## src/rtl/flag_pred_pkg.sv

```systemverilog
package flag_pred_pkg;

    typedef struct packed {
        logic n;
        logic z;
        logic c;
        logic v;
        logic q;
    } flags_t;

    typedef struct packed {
        logic n;
        logic z;
        logic c;
        logic v;
    } nzcv_t;

    // Condition pairs: bit 0 of the code inverts the base test
    typedef enum logic [2:0] {
        CB_ZERO   = 3'd0,
        CB_CARRY  = 3'd1,
        CB_NEG    = 3'd2,
        CB_OVF    = 3'd3,
        CB_HIGHER = 3'd4,
        CB_SGE    = 3'd5,
        CB_SGT    = 3'd6,
        CB_ALWAYS = 3'd7
    } cond_base_e;

endpackage

```

## src/rtl/cond_eval.sv

```systemverilog
module cond_eval
    import flag_pred_pkg::*;
(
    input  logic [3:0] cond_code,
    input  nzcv_t      cur,
    output logic       pass
);
    cond_base_e base_sel;
    logic       base_ok;

    always_comb begin
        base_sel = cond_base_e'(cond_code[3:1]);
        unique case (base_sel)
            CB_ZERO:   base_ok = cur.z;
            CB_CARRY:  base_ok = cur.c;
            CB_NEG:    base_ok = cur.n;
            CB_OVF:    base_ok = cur.v;
            CB_HIGHER: base_ok = cur.c & ~cur.z;
            CB_SGE:    base_ok = (cur.n == cur.v);
            CB_SGT:    base_ok = ~cur.z & (cur.n == cur.v);
            CB_ALWAYS: base_ok = 1'b1;
            default:   base_ok = 1'b0;
        endcase
        // inverting the always-true pair yields the never code
        pass = base_ok ^ cond_code[0];
    end

    always_comb begin
        if (cond_code == 4'b1111) begin
            AST_NEVER_CODE: assert (!pass);
        end
        if (cond_code == 4'b1110) begin
            AST_ALWAYS_CODE: assert (pass);
        end
    end

endmodule

```

## src/rtl/flag_calc.sv

```systemverilog
module flag_calc
    import flag_pred_pkg::*;
#(
    parameter int DATA_W = 32
) (
    input  logic [DATA_W-1:0] result,
    input  logic              op_arith,
    input  logic              adder_carry,
    input  logic              adder_ovf,
    input  logic              shifter_carry,
    input  nzcv_t             cur,
    output nzcv_t             upd
);
    localparam int MSB = DATA_W - 1;

    always_comb begin
        upd.n = result[MSB];
        upd.z = (result == '0);
        if (op_arith) begin
            upd.c = adder_carry;
            upd.v = adder_ovf;
        end else begin
            upd.c = shifter_carry;
            upd.v = cur.v;
        end
    end

endmodule

```

## src/rtl/flag_pred_unit.sv

```systemverilog
module flag_pred_unit
    import flag_pred_pkg::*;
#(
    parameter int DATA_W = 32
) (
    input  logic              clk,
    input  logic              rst_n,
    input  logic              instr_valid,
    input  logic [3:0]        cond_code,
    input  logic              set_flags,
    input  logic              op_arith,
    input  logic [DATA_W-1:0] alu_result,
    input  logic              adder_carry,
    input  logic              adder_ovf,
    input  logic              shifter_carry,
    input  logic              sat_hit,
    input  logic              wr_en,
    input  logic [4:0]        wr_flags,
    output logic              exec_en,
    output logic [4:0]        flags_out
);
    flags_t flags_q;
    flags_t flags_d;
    nzcv_t  cur_nzcv;
    nzcv_t  calc_nzcv;
    logic   cond_ok;
    logic   commit_flags;

    assign cur_nzcv = '{n: flags_q.n, z: flags_q.z, c: flags_q.c, v: flags_q.v};

    cond_eval u_cond (
        .cond_code (cond_code),
        .cur       (cur_nzcv),
        .pass      (cond_ok)
    );

    flag_calc #(.DATA_W(DATA_W)) u_calc (
        .result        (alu_result),
        .op_arith      (op_arith),
        .adder_carry   (adder_carry),
        .adder_ovf     (adder_ovf),
        .shifter_carry (shifter_carry),
        .cur           (cur_nzcv),
        .upd           (calc_nzcv)
    );

    assign exec_en      = instr_valid & cond_ok;
    assign commit_flags = exec_en & set_flags;

    always_comb begin
        flags_d = flags_q;
        if (commit_flags) begin
            flags_d.n = calc_nzcv.n;
            flags_d.z = calc_nzcv.z;
            flags_d.c = calc_nzcv.c;
            flags_d.v = calc_nzcv.v;
        end
        if (exec_en && sat_hit) begin
            flags_d.q = 1'b1;
        end
        if (wr_en) begin
            flags_d = flags_t'(wr_flags);
        end
    end

    always_ff @(posedge clk or negedge rst_n) begin
        if (!rst_n) begin
            flags_q <= '0;
        end else begin
            flags_q <= flags_d;
        end
    end

    assign flags_out = flags_q;

    AST_IDLE_NO_EXEC: assert property (@(posedge clk) disable iff (!rst_n)
        !instr_valid |-> !exec_en);

    AST_Z_FROM_RESULT: assert property (@(posedge clk) disable iff (!rst_n)
        (!wr_en && exec_en && set_flags) |=> (flags_out[3] == ($past(alu_result) == '0)));

    AST_LOGIC_KEEPS_V: assert property (@(posedge clk) disable iff (!rst_n)
        (!wr_en && exec_en && set_flags && !op_arith) |=> $stable(flags_out[1]));

    AST_NO_UPDATE_HOLDS: assert property (@(posedge clk) disable iff (!rst_n)
        (!wr_en && !(exec_en && set_flags)) |=> $stable(flags_out[4:1]));

    AST_Q_STICKY: assert property (@(posedge clk) disable iff (!rst_n)
        (flags_out[0] && !wr_en) |=> flags_out[0]);

    AST_WRITE_LOADS: assert property (@(posedge clk) disable iff (!rst_n)
        wr_en |=> (flags_out == $past(wr_flags)));

endmodule

```

## config.mk

```make
export PLATFORM = sky130hd
export DESIGN_NAME = flag_pred_unit
export DESIGN_NICKNAME = d
export VERILOG_FILES = /design/src/rtl/flag_pred_pkg.sv /design/src/rtl/cond_eval.sv /design/src/rtl/flag_calc.sv /design/src/rtl/flag_pred_unit.sv
export SDC_FILE = /design/constraint.sdc
export NUM_CORES = 1
export LEC_CHECK = 0
export CORE_AREA = 2 2 51 44
export DETAILED_ROUTE_END_ITERATION = 6
export DIE_AREA = 0 0 53 46
export PLACE_DENSITY = 0.82
export SETUP_SLACK_MARGIN = 0.4
export SYNTH_ARGS = -nofsm -noshare
export SYNTH_HDL_FRONTEND = slang
export SYNTH_SLANG_ARGS = --single-unit
```

## constraint.sdc

```tcl
create_clock -name clk -period 3.2 [get_ports clk]
set_input_delay 0.64 -clock clk [delete_from_list [all_inputs] [get_ports clk]]
set_output_delay 0.64 -clock clk [all_outputs]
set_load 0.1 [all_outputs]
```

# Word-level counts from Yosys, hierarchy flattened
# Index checks and enable logic that the tools add are counted.
[totals]
ff_bits = 5
input_bits = 51
output_inout_bits = 6
word_cells = 31
[classes]
n_eq_ne = 8
mux = 5
bitwise_logic = 6
n_reduce_logical = 7
[ops]
columns = ["cell", "n"]
rows = [
  ["32-bit logical NOT", 1],
  ["3-bit equality test, second input constant", 4],
  ["1-bit one-hot mux with 8 select lines", 1],
  ["3-bit by 2-bit equality test with 1-bit output, second input constant", 2],
  ["2-bit nonzero test", 3],
  ["5-bit two-way mux", 1],
  ["1-bit bitwise AND", 4],
  ["4-bit two-way mux", 1],
  ["3-bit by 1-bit equality test with 1-bit output, second input constant", 1],
  ["3-bit logical NOT", 1],
  ["2-bit two-way mux", 1],
  ["2-bit AND reduction", 1],
  ["1-bit equality test", 1],
  ["1-bit logical AND", 1],
  ["1-bit two-way mux", 1],
  ["1-bit NOT", 1],
  ["1-bit XOR", 1],
]

# Depth between registers and ports, before layout
[depth]
ltp_word = 8
ltp_mapped = 6
mapped_depth_nobuf = 6

# By module
# Synthesis repeated with hierarchy kept, for this count alone.
[hier_totals]
cells_unflattened = 46
hier_area_um2 = 473.0
[modules_own_cells]
columns = ["mod", "n_inst", "cells_per_inst", "area_per_inst_um2", "seq_area_each_um2"]
rows = [
  ["flag_pred_unit", 1, 19, 284.0, 125.1],
  ["flag_calc", 1, 14, 102.6, 0.0],
  ["cond_eval", 1, 13, 86.3, 0.0],
]

# Least setup slack after synthesis
# Ideal clock, no wire load.
[synth_timing]
path_kind = "reg-to-output"
startpoint = "reg flags_q, in the netlist flags_out[1]"
endpoint = "out exec_en"
arrival_ps = 3115
required_ps = 2560
path_slack_ps = -555
path_stages_with_launch = 7
n_path_buf = 0
path_cell_list = "dfrtp_1 > xor2_1 > o211ai_1 > o211ai_1 > a21oi_1 > xnor2_1 > nor2b_1"
[synth_via]
elab_chain_len = 5
[synth_lines]
columns = ["item", "line_no", "source"]
rows = [
  ["from (decl)", "flag_pred_unit.sv:22", "flags_t flags_q;"],
  ["from (signal assigned)", "flag_pred_unit.sv:70", "flags_q <= flags_d;"],
  ["1-bit equality test", "cond_eval.sv:19, cond_eval.sv:20", ""],
  ["1-bit bitwise AND", "cond_eval.sv:20", "CB_SGT: base_ok = ~cur.z & (cur.n == cur.v);"],
  ["1-bit one-hot mux with 8 select lines (*)", "cond_eval.sv:13", "unique case (base_sel)"],
  ["1-bit XOR (*)", "cond_eval.sv:25", "pass = base_ok ^ cond_code[0];"],
  ["1-bit bitwise AND (*)", "flag_pred_unit.sv:47", "assign exec_en = instr_valid & cond_ok;"],
  ["to (decl)", "flag_pred_unit.sv:19", "output logic exec_en,"],
]
# Mark *: on every way between the ends. The rest lies on a longest branch, timed or not.

# Worst setup path after layout
[layout_timing]
startpoint = "in cond_code[1]"
endpoint = "out exec_en"
[layout_via]
elab_chain_len = 4
word_cells_on_any_way = 11
classes_between = "7 x eq/ne; 1 x mux; 2 x bitwise; 1 x reduce/logical"
[layout_lines]
columns = ["item", "line_no", "source"]
rows = [
  ["from (decl)", "flag_pred_unit.sv:9", "input logic [3:0] cond_code,"],
  ["3-bit equality test, or another cell as far along", "cond_eval.sv:13", ""],
  ["1-bit one-hot mux with 8 select lines (*)", "cond_eval.sv:13", ""],
  ["1-bit XOR (*)", "cond_eval.sv:25", ""],
  ["1-bit bitwise AND (*)", "flag_pred_unit.sv:47", ""],
]
# Marks and branches as above.

==> qor.yml <==
area_growth_pct: 113
p_leak_nw: 0.458
fillers: 193
crit_required_ns: 2.56
yosys.area.top_type: "dfrtp_1"
die_y_um: 46
yosys.cell_count.top_type: "nor4_1"
core_area_sq_um: 1970
min_period_ns: 2.71
end_kind: "primary output"
cts-root-buf: "clkbuf_4"
io_buffers: 56
status: "finished clean"
grtUsageTotal_pct: 19.5
crit_type: "input port to primary output"
drive_above_1_share_pct: 18.0
dr.pass1.iters: 4
dp_hpwl_um: 1810
grt_setup_unrepaired: "false"
dr.first_iter.drc_count: 15
fin_total_pwr_uw: 395
setup_viol: 0
drc: 0
num_rows: 15
multi_input_area_sq_um: 447
yosys_warnings: 0
clkLatencyLatePin_ns: 0.25
max_freq_mhz: 369
tns_ns: 0
cts_tree: "built"
largest_reg_flops: 5
grt_pass1_wl_um: 3430
path_clk_slew_ns: 0.05
h-tree-depth: 1
grt_max_degree: 12
syn_area_per_cell_sq_um: 8.35
grt_pass1_vias: 764
slew_violations: 0
die_w_um: 53
drt.antenna.violating_nets: 0
cap_viol_max_count: 0
ys_ff_latch: 5
fin_nets: 180
synth_common_cells: "nor4_1, dfrtp_1, nand2_1"
cp-start-kind: "input port"
powerDensity_nw_per_um2: 326
cts_max_path_buffers: 2
io_pins: 57
postRouteWirelength_um: 2150
post-route-period-util_pct: 84.8
hold_viol: 0
ys.flop_type: "dfrtp_1"
n_antenna_cell: 0
via_count: 790
grt_overflow_total: 0
synth_nets: 119
post_drt_wl_per_cell_um: 14.1
cp_max_fo: 8
fin_skew_ns: 0.00586
async_reset_ff_share_pct: 100
syn_inst: 68
gp_congestion: 0.713
antenna_found_initial: 0
netlist_top_cells_area: "dfrtp_1, nor4_1, mux2_1, mux2i_1, mux2_2"
synth-edff-count: 0
hold_path.class: "flip-flop to flip-flop"
slew_headroom_pct: 71.4
cts_buffers: 3
netlist_area_sq_um: 568
worstMarginPinSlew_ns: 0.425
vdd_drop_max_mv: 0.273
die_area_sq_um: 2440
hold-worst-slack_ns: 0.543
synthDistinctLibCells: 32
cts_hold_buf: 0
viasPerCell: 5.16
ff_latch_area_sq_um: 128
synth_top_area_share_pct: 22.0
yosysSeqAreaShare_pct: 22.0
arrival_ns: 2.07
start_util_pct: 28.8
clock-sinks: 5
final cells by class:
cell class,count,share of cell area (%)
Clock buffer,4,2.17
Multi-Input combinational cell,59,36.9
Inverter,2,0.620
Sequential cell,5,10.5
Timing Repair Buffer,58,47.2
Tap cell,25,2.58
routing by layer:
metal  vias up  share of wire, %  wire length, um  global-route usage, %
met4         0               1.3               29                   5.64
met1       362                42              907                   23.2
met2        28                51             1090                   34.5
met3         7               5.6              120                   5.26
met5         -                 0                0                      0
li1        393                 -                -                      -
power breakdown:
part	internal, mW	switching (mW)
registers	0.0726	0.0111
clock network	0.0473	0.0289
logic	0.104	0.131
total	0.224	0.171
kinds of logic after synthesis:
logic type                share of synthesized area [%]
xor gates and xnor gates                           3.08
AOI/OAI and AO/OA                                  18.9
muxes                                              15.2
buffers and inverters                              2.64
DFF                                                22.0
and+or+nand+nor                                    38.1
cell usage in the layout, fill, tap and decap left out, drive strengths merged:
cell type and instances:
inv 2, o211a 1, a211oi 1, o311ai 2, mux2i 3, clkdlybuf4s50 47
nand3b 1, clkdlybuf4s15 1, a21oi 3, o21ai 2, nand4 3, xor2 1
nor3b 1, nand2b 3, nor2b 1, o21a 1, dlygate4sd2 2, nor4 8
o211ai 3, dfrtp 5, nor3 3, mux2 5, xnor2 1, buf 8
o2111ai 1, nand2 4, nand3 3, nor2 3, clkbuf 4, and3 2
or3 3
final timing paths:
path / start / to / slack, ns / cells after the start
max: cond_code[1] / exec_en / 0.49 / 8
min: flags_out[0] / flags_out[0] / 0.54 / 2
max reg2reg: flags_out[2] / flags_out[1] / 1.09 / 7
min reg2reg: flags_out[0] / flags_out[0] / 0.54 / 2
max in group asynchronous: rst_n / flags_out[1] / 2.34 / 1
min in group asynchronous: rst_n / flags_out[0] / 0.62 / 1
metrics by stage:
step	area (sq um)	std cells	util, %	setup slack [ns]
after floorplan	578	68	-	0.422
after global placement	1160	147	58.9	0.156
after detailed placement	1160	147	58.9	0.104
after CTS	1200	152	60.9	0.451
after global routing	1210	153	61.5	0.416
final	1210	153	61.5	0.487
what timing repair did:
action	4_1_cts	5_1_grt
pin swaps	2	1
endpoints found under the hold margin	0	0
setup buffers	1	1
resized for setup	6	1
setup endpoints to repair	1	1
critical path: stages:
cell and delay, ns:
clkdlybuf4s15_2 0.27, inv_1 0.06, o211ai_1 0.25, o211ai_1 0.19, a21oi_2 0.22, xnor2_2 0.11
nor2b_4 0.15, buf_12 0.18
Power figures use the tool's default switching activity.
